--- src/rtl/tgf_pkg.sv ---
package tgf_pkg;
  // registered verdict of one tile
  typedef struct packed {
    logic valid;
    logic keep;
  } tgf_dec_t;
endpackage

--- src/rtl/tgf_max_track.sv ---
module tgf_max_track #(
  parameter int W = 16
) (
  input  logic                clk,
  input  logic                rst_n,
  input  logic                in_valid,
  input  logic signed [W-1:0] in_data,
  input  logic                in_last,
  output logic signed [W-1:0] tile_max
);
  logic signed [W-1:0] run_max_q, run_max_d;
  logic                mid_q, mid_d;
  logic                upd_en;

  // maximum including the element on the bus this cycle
  always_comb begin
    if (mid_q && (run_max_q > in_data)) tile_max = run_max_q;
    else                                tile_max = in_data;
  end

  assign upd_en    = in_valid;
  assign mid_d     = ~in_last;
  assign run_max_d = tile_max;

  always_ff @(posedge clk or negedge rst_n) begin
    if (!rst_n) begin
      mid_q     <= 1'b0;
      run_max_q <= '0;
    end else if (upd_en) begin
      mid_q     <= mid_d;
      run_max_q <= run_max_d;
    end
  end
endmodule

--- src/rtl/tgf_thr_table.sv ---
module tgf_thr_table #(
  parameter int W     = 16,
  parameter int AW    = 5,
  localparam int DEPTH = 1 << AW
) (
  input  logic                clk,
  input  logic                we,
  input  logic [AW-1:0]       waddr,
  input  logic signed [W-1:0] wdata,
  input  logic [AW-1:0]       raddr,
  output logic signed [W-1:0] rdata
);
  logic signed [W-1:0] entry_q [DEPTH];

  for (genvar g = 0; g < DEPTH; g++) begin : g_entry
    logic wen;
    assign wen = we && (waddr == AW'(g));
    always_ff @(posedge clk) begin
      if (wen) entry_q[g] <= wdata;
    end
  end

  assign rdata = entry_q[raddr];
endmodule

--- src/rtl/tgf_sat_count.sv ---
module tgf_sat_count #(
  parameter int W = 8
) (
  input  logic         clk,
  input  logic         rst_n,
  input  logic         clr,
  input  logic         inc,
  output logic [W-1:0] count
);
  localparam logic [W-1:0] TOP = '1;
  logic [W-1:0] cnt_q, cnt_d;
  logic         cnt_en;

  always_comb begin
    cnt_en = clr || (inc && (cnt_q != TOP));
    if (clr) cnt_d = '0;
    else     cnt_d = cnt_q + W'(1);
  end

  always_ff @(posedge clk or negedge rst_n) begin
    if (!rst_n)      cnt_q <= '0;
    else if (cnt_en) cnt_q <= cnt_d;
  end

  assign count = cnt_q;
endmodule

--- src/rtl/tile_gate_filter.sv ---
module tile_gate_filter #(
  parameter int SCORE_W = 16,
  parameter int HEADS   = 4,
  parameter int BLOCKS  = 8,
  parameter int CNT_W   = 8,
  localparam int HEAD_W = (HEADS > 1) ? $clog2(HEADS) : 1,
  localparam int BLK_W  = (BLOCKS > 1) ? $clog2(BLOCKS) : 1,
  localparam int ADDR_W = HEAD_W + BLK_W
) (
  input  logic                      clk,
  input  logic                      rst_n,
  input  logic                      cfg_we,
  input  logic [ADDR_W-1:0]         cfg_addr,
  input  logic signed [SCORE_W-1:0] cfg_data,
  input  logic                      s_valid,
  input  logic signed [SCORE_W-1:0] s_data,
  input  logic                      s_last,
  input  logic [HEAD_W-1:0]         s_head,
  input  logic [BLK_W-1:0]          s_blk,
  input  logic                      s_row_first,
  input  logic                      cnt_clr,
  output logic                      dec_valid,
  output logic                      dec_keep,
  output logic [CNT_W-1:0]          skip_cnt
);
  import tgf_pkg::*;

  logic signed [SCORE_W-1:0] tile_max;
  logic signed [SCORE_W-1:0] thr;
  tgf_dec_t                  dec_q, dec_d;
  logic                      skip_now;

  tgf_max_track #(.W(SCORE_W)) u_max (
    .clk      (clk),
    .rst_n    (rst_n),
    .in_valid (s_valid),
    .in_data  (s_data),
    .in_last  (s_last),
    .tile_max (tile_max)
  );

  tgf_thr_table #(.W(SCORE_W), .AW(ADDR_W)) u_tab (
    .clk   (clk),
    .we    (cfg_we),
    .waddr (cfg_addr),
    .wdata (cfg_data),
    .raddr ({s_head, s_blk}),
    .rdata (thr)
  );

  always_comb begin
    dec_d.valid = s_valid && s_last;
    dec_d.keep  = dec_d.valid && (s_row_first || (tile_max >= thr));
    skip_now    = dec_d.valid && !dec_d.keep;
  end

  always_ff @(posedge clk or negedge rst_n) begin
    if (!rst_n) dec_q <= '0;
    else        dec_q <= dec_d;
  end

  tgf_sat_count #(.W(CNT_W)) u_cnt (
    .clk   (clk),
    .rst_n (rst_n),
    .clr   (cnt_clr),
    .inc   (skip_now),
    .count (skip_cnt)
  );

  assign dec_valid = dec_q.valid;
  assign dec_keep  = dec_q.keep;
endmodule

--- config.mk ---
export PLATFORM = sky130hd
export DESIGN_NAME = tile_gate_filter
export DESIGN_NICKNAME = d
export VERILOG_FILES = /design/src/rtl/tgf_pkg.sv /design/src/rtl/tgf_max_track.sv /design/src/rtl/tgf_thr_table.sv /design/src/rtl/tgf_sat_count.sv /design/src/rtl/tile_gate_filter.sv
export SDC_FILE = /design/constraint.sdc
export NUM_CORES = 1
export LEC_CHECK = 0
export ABC_CLOCK_PERIOD_IN_PS = 8600
export BUFFER_PORTS_ARGS = -buffer_cell sky130_fd_sc_hd__buf_2
export CAP_MARGIN = 0
export CORE_MARGIN = 4
export CORE_UTILIZATION = 25
export DETAILED_ROUTE_END_ITERATION = 8
export HOLD_SLACK_MARGIN = 0.02
export PLACE_DENSITY = 0.37
export SLEW_MARGIN = 30
export SYNTH_ARGS = -nofsm -noshare
export SYNTH_HDL_FRONTEND = slang
export SYNTH_SLANG_ARGS = --single-unit
--- constraint.sdc ---
create_clock -name clk -period 8.6 [get_ports clk]
set_input_delay 0.43 -clock clk [delete_from_list [all_inputs] [get_ports clk]]
set_output_delay 0.43 -clock clk [all_outputs]
set_load 0.005 [all_outputs]
After elaboration in Yosys (flattened, before gate mapping)
Memory sizes are Yosys's and may differ from the RTL's.
Cells that the tools add are included.
{"block": "op_classes", "add_sub_neg": 1, "n_lt_le_gt_ge": 2, "eq_ne": 32, "muxes": 159, "n_bitwise": 1, "reduce_logical": 72}
{"op": "16-bit two-way mux", "count": 32}
{"op": "16-bit OR reduction", "count": 31}
{"op": "5-bit two-way mux", "count": 31}
{"op": "1-bit two-way mux", "count": 95}
{"op": "5-bit == test, second input constant", "count": 16}
{"op": "5-bit by 4-bit == test with 1-bit output, second input constant", "count": 8}
{"op": "1-bit logical AND", "count": 37}
{"op": "5-bit by 3-bit == test with 1-bit output, second input constant", "count": 4}
{"op": "16-bit greater-or-equal comparator", "count": 1}
{"op": "16-bit greater-than comparator", "count": 1}
{"op": "5-bit by 2-bit == test with 1-bit output, second input constant", "count": 2}
{"op": "8-bit by 1-bit adder with 8-bit output, second input constant", "count": 1}
{"op": "8-bit two-way mux", "count": 1}
{"op": "8-bit != test, second input constant", "count": 1}
{"op": "5-bit by 1-bit == test with 1-bit output, second input constant", "count": 1}
{"op": "5-bit zero test", "count": 1}
{"op": "1-bit logical OR", "count": 2}
{"op": "1-bit zero test", "count": 1}
{"op": "1-bit NOT", "count": 1}
{"block": "word_totals", "reg_bits": 27, "mem_bits_rw": 512, "in_bits": 49, "out_inout_bits": 10, "word_cells": 273, "memories": 1}
{"name": "u_tab.entry_q", "words": 32, "width": 16, "read_ports": 1, "rd_ports_with_merged_regs": 0, "wr": 1, "line": "tgf_thr_table.sv:13", "text": "logic signed [W-1:0] entry_q [DEPTH];"}

Longest topological paths before layout
{"block": "depth", "ltp_word": 36, "ltp_mapped": 17, "mapped_depth_nobuf": 15}

By module
Synthesis repeated with hierarchy kept, for this count alone.
{"block": "hier_totals", "cells_unflattened": 1389, "hier_area_um2": 22426.5}
{"module": "tgf_thr_table", "n_inst": 1, "cells_per_inst": 1132, "area_per_inst_um2": 20218.1}
{"module": "tgf_max_track", "n_inst": 1, "cells_per_inst": 151, "area_per_inst_um2": 1272.5}
{"module": "tile_gate_filter", "n_inst": 1, "cells_per_inst": 64, "area_per_inst_um2": 505.5}
{"module": "tgf_sat_count", "n_inst": 1, "cells_per_inst": 42, "area_per_inst_um2": 430.4}

Least setup slack after synthesis
OpenSTA, ideal clock, no wires.
{"block": "synth_timing", "path_kind": "input to register", "startpoint": "input port s_data[14]", "endpoint": "register u_cnt.cnt_q[2] (netlist: u_cnt.count[2])", "setup_time_ns": 0.125, "arrival_ns": 4.087, "t_required_ns": 8.475, "slack_ns": 4.388, "path_stages": 16, "path_cell_list": "inv_1 -> ha_1 -> nand4_1 -> nor4_1 -> a31o_1 -> a31o_1 -> buf_4 -> buf_2 -> mux2_1 -> ha_1 -> nor2b_1 -> o211ai_2 -> a2111oi_2 -> nor4b_4 -> mux2_2 -> mux2_4"}
{"block": "synth_via", "elab_chain_len": 10}
{"item": "from (decl)", "line": "tile_gate_filter.sv:16", "text": "input logic signed [SCORE_W-1:0] s_data,"}
{"item": "16-bit greater-than comparator", "line": "tgf_max_track.sv:17", "text": "if (mid_q && (run_max_q > in_data)) tile_max = run_max_q;"}
{"item": "1-bit logical AND", "line": "tgf_max_track.sv:17"}
{"item": "16-bit two-way mux", "line": "tgf_max_track.sv:17"}
{"item": "named net tile_max[1]", "line": "tile_gate_filter.sv:28", "text": "logic signed [SCORE_W-1:0] tile_max;"}
{"item": "16-bit greater-or-equal comparator", "line": "tile_gate_filter.sv:53", "text": "dec_d.keep = dec_d.valid && (s_row_first || (tile_max >= thr));"}
{"item": "1-bit logical OR", "line": "tile_gate_filter.sv:53"}
{"item": "1-bit logical AND", "line": "tile_gate_filter.sv:53"}
{"item": "1-bit zero test", "line": "tile_gate_filter.sv:54", "text": "skip_now = dec_d.valid && !dec_d.keep;"}
{"item": "1-bit logical AND", "line": "tile_gate_filter.sv:54"}
{"item": "1-bit logical AND", "line": "tgf_sat_count.sv:15", "text": "cnt_en = clr || (inc && (cnt_q != TOP));"}
{"item": "1-bit logical OR", "line": "tgf_sat_count.sv:15"}
{"item": "to (signal assigned)", "line": "tgf_sat_count.sv:22", "text": "else if (cnt_en) cnt_q <= cnt_d;"}
{"item": "to (decl)", "line": "tgf_sat_count.sv:11", "text": "logic [W-1:0] cnt_q, cnt_d;"}
The timed path passes the listed nets, and every way through them passes these cells.
A chain may end at the register's enable or synchronous reset.

Worst setup path after layout
{"block": "layout_timing", "startpoint": "input port s_data[14]", "endpoint": "register u_cnt.cnt_q[6] (netlist: u_cnt.count[6])"}
The elaborated chain is that of the path after synthesis.

==> impl_results.md <==
- Worst-case clock skew: between 30 and 40 ps
- Main area contributors after synthesis: edfxtp_1, mux4_2, dfrtp_1, ha_1, mux2_1
- Core Region: between 80000 and 90000 µm²
- Unique cell type count in the Yosys netlist: 48
- Detail-routed net length per standard cell: 24.7 µm
- Average vias per placed instance: ~4.5
- Total grt overflow: 0
- Max-slew headroom at the worst pin: a little over a third
- Hold slack: about 70 ps
- Reg2reg setup slack: 3470 ps
- Pin count of the biggest net entering global routing: just under 80
- Arrival @ worst endpoint: 5720 ps
- Sum of net half-perimeters after detailed placement: 31200 µm
- Max Clock Freq: approximately 0.19 GHz
- Die boundary width: 304 µm
- Ys Warns: 0
- Critical path fanouts, max: 18
- CTS clock-pin slew for the worst setup and hold paths: approximately 60 ps
- Path type of the worst setup path: input pin to flop
- Setup tns final: 0 ps
- Transition time of the tightest slew-check pin: 975 ps
- Fraction of synthesized cell area taken by the top area cell type: a little over two thirds
- Synthesized area per cell: approximately 22 µm²
- Cell count of the worst hold path: 2
- Slew Viols, Final: 0
- Crit share post-route: around three fifths
- Sequential share of the synthesized area: between 70 and 80%
- Post-synth net total: roughly 1100
- Tightest Hold Check Type: input pin to flop
- Net total in the final layout: about 1200
- Final cell utilization of the core: ~30%
- Residual antenna-violating net count after detailed routing: 0
- Insertion delay to the later sink of the worst-skew pair: 630 ps
- Fraction of layout cells with a size suffix above 1: roughly 32%
- Post-cts repair resize count: 0
- Number of synthesized flops with an enable pin: roughly 500
- R2R depth: 12
- Required @ worst endpoint: between 9000 and 10000 ps
- Total DRC errors in the routed layout: 0
- Biggest area consumer among synthesized cells: edfxtp_1
- Static Leak: approximately 8.2 nW
- Max-cap violations: 0
- Setup repair after global routing missed its margin: no
- Area of the multi-input gates: about 5800 µm²
- Global routing usage summed across all routing layers: roughly an eighth
- Standard-cell row count: around 110
- Final critical-path required period: 5220 ps
- Worst VDD drop: approximately 0.15 mV
- Initial antenna violation count: 8
- Height of the die: between 300 and 400 µm
- TritonCTS clock tree: yes
- Num CTS Buffers: 59
- Total Die Area: around 90000 µm²
- Total standard cell area after synthesis: around 22000 µm²
- Count of endpoints failing hold in the final timing report: 0
- Flip-flop and latch count after synthesis: ~540
- Maximum number of buffers from clock root to sink: 3
- Area growth, synth to finish: 17.5%
- Worst Setup Start Kind: input pin
- Initial standard-cell utilization of the core: roughly a quarter
- Number of post-CTS setup repair buffers: 0
- Filler Cell Count: between 8000 and 9000
- Area of all placed cells without fillers: roughly 26000 µm²
- Number of top-level pins: 59
- Placer Congestion: 0.683
- Fraction of registers with async set/reset: between 5 and 6%
- Final total power: 6.11 mW
- Prevailing post-synth register cell: edfxtp_1
- Via Count: 10300
- Vias in the first global route: about 11000
- Kind of capture point of the worst setup path: flop
- Root Buffer Master: clkbuf_16
- Iteration-0 DRC Markers: between 600 and 700
- PwrDens: between 200 and 250 nW/µm²
- First-pass GRT wire length: roughly 81000 µm
- Number of cells produced by synthesis: just over 1000
- Count of port buffers added during placement: 58
- Outcome: completed
- Setup violators final: 0
- Number of H-tree branching levels: 2
- TritonRoute pass-1 iters: 4
- Cell area after placement: about 24000 µm²
- Total number of clock tree sinks: between 500 and 600
- Area taken by flip-flops and latches: around 16000 µm²
- Total routed wirelength: approximately 57000 µm
[per-layer routing]
layer | global-route usage, % | vias to the layer above | share of wire (%) | wire (µm)
met5 | 0 | - | 0.093 | 53
met4 | 2.95 | 6 | 1.7 | 972
met3 | 2.19 | 70 | 4.4 | 2530
met2 | 19.7 | 182 | 47 | 26900
met1 | 17.2 | 5576 | 47 | 26500
li1 | - | 4436 | - | -
[kinds of logic (layout without fill, tap and decap cells)]
kind of cell	after synthesis	count (layout)	share of synthesized area, %
other	0	5	0
adder cells (fa/ha/maj)	33	33	1.88
XOR/XNOR	1	1	0.0400
multiplexers	222	222	19.6
flip-flops	539	539	73.2
AO/OA/AOI/OAI	29	29	0.982
buffers and inverters	67	205	1.39
AND/OR/NAND/NOR	118	118	2.89
[layout by cell type, fill, tap and decap left out, types with 19 or more instances in the layout]
| cell | count |
|---|---|
| ha_1 | 33 |
| dfrtp_1 | 27 |
| mux2_1 | 31 |
| buf_2 | 56 |
| inv_1 | 20 |
| mux2i_1 | 19 |
| nor2_4 | 23 |
| edfxtp_1 | 512 |
| mux4_2 | 160 |
| clkbuf_16 | 59 |
[critical path, stage by stage]
cell	delay, ps
dlygate4sd3_1	520
buf_2	110
inv_1	40
ha_1	300
nand4_1	170
nor4_1	400
a31o_1	190
a31o_1	750
mux2_1	410
ha_1	540
nand4_4	190
o41ai_4	860
nor4_1	150
mux2_1	340
mux2_1	310
[cell type report]
class	count	area share, %
clock inverter	38	1.63
timing repair buffer	76	1.80
multi-input combinational	403	22.4
antenna	5	0.0486
inverter	20	0.292
sequential	539	62.4
clock buffer	71	5.91
tap	1155	5.61
[stage by stage]
step	std cells	worst slack, ps
after floorplan	1009	4390
after global placement	2189	2920
after detailed placement	2189	2960
after CTS	2302	3350
after global routing	2302	3050
final	2307	3380
[sequential cells by signal, summed over array words and instances (netlist names)]
name,flops
u_max.run_max_q,16
u_tab.entry_q,512
u_cnt.count,8
dec_keep,1
u_max.mid_q,1
dec_valid,1
[cells in the mapped netlist (2+ instances only)]
cell type,instances
edfxtp_1,512
mux4_2,160
nor2_1,45
ha_1,33
mux2_1,31
dfrtp_1,27
clkbuf_1,23
inv_1,20
mux2i_1,19
a21oi_1,14
buf_2,14
nand2_1,12
nand3_1,11
nand4_1,10
nor2b_1,10
mux2_2,9
nor3_1,7
nor4_1,6
buf_1,4
nand2b_1,4
and3_1,3
mux2_4,3
o21ai_0,3
a31o_1,2
buf_4,2
buf_6,2
nor4b_1,2
[timing repair]
item / CTS / global route
hold endpoints to repair: 30 / 0
hold buffers: 4 / 0
endpoints found under the setup margin: 0 / 0
[path summary, 6_finish.rpt]
path	from	endpoint
max	s_data[14]	u_cnt.count[6]
min	s_data[0]	u_max.run_max_q[0]
max reg2reg	u_max.run_max_q[14]	u_cnt.count[6]
min reg2reg	u_max.run_max_q[0]	u_max.run_max_q[0]
max in group asynchronous	rst_n	u_max.run_max_q[6]
min in group asynchronous	rst_n	u_cnt.count[6]
[report_power, final]
group | total, mW | leakage [nW] | switching [mW] | internal [mW]
registers | 2.98 | 4.95 | 0.0336 | 2.94
logic | 0.615 | 2.29 | 0.354 | 0.261
clock network | 2.52 | 0.926 | 1.05 | 1.47
Note: power is estimated with default switching activity, not from simulation.
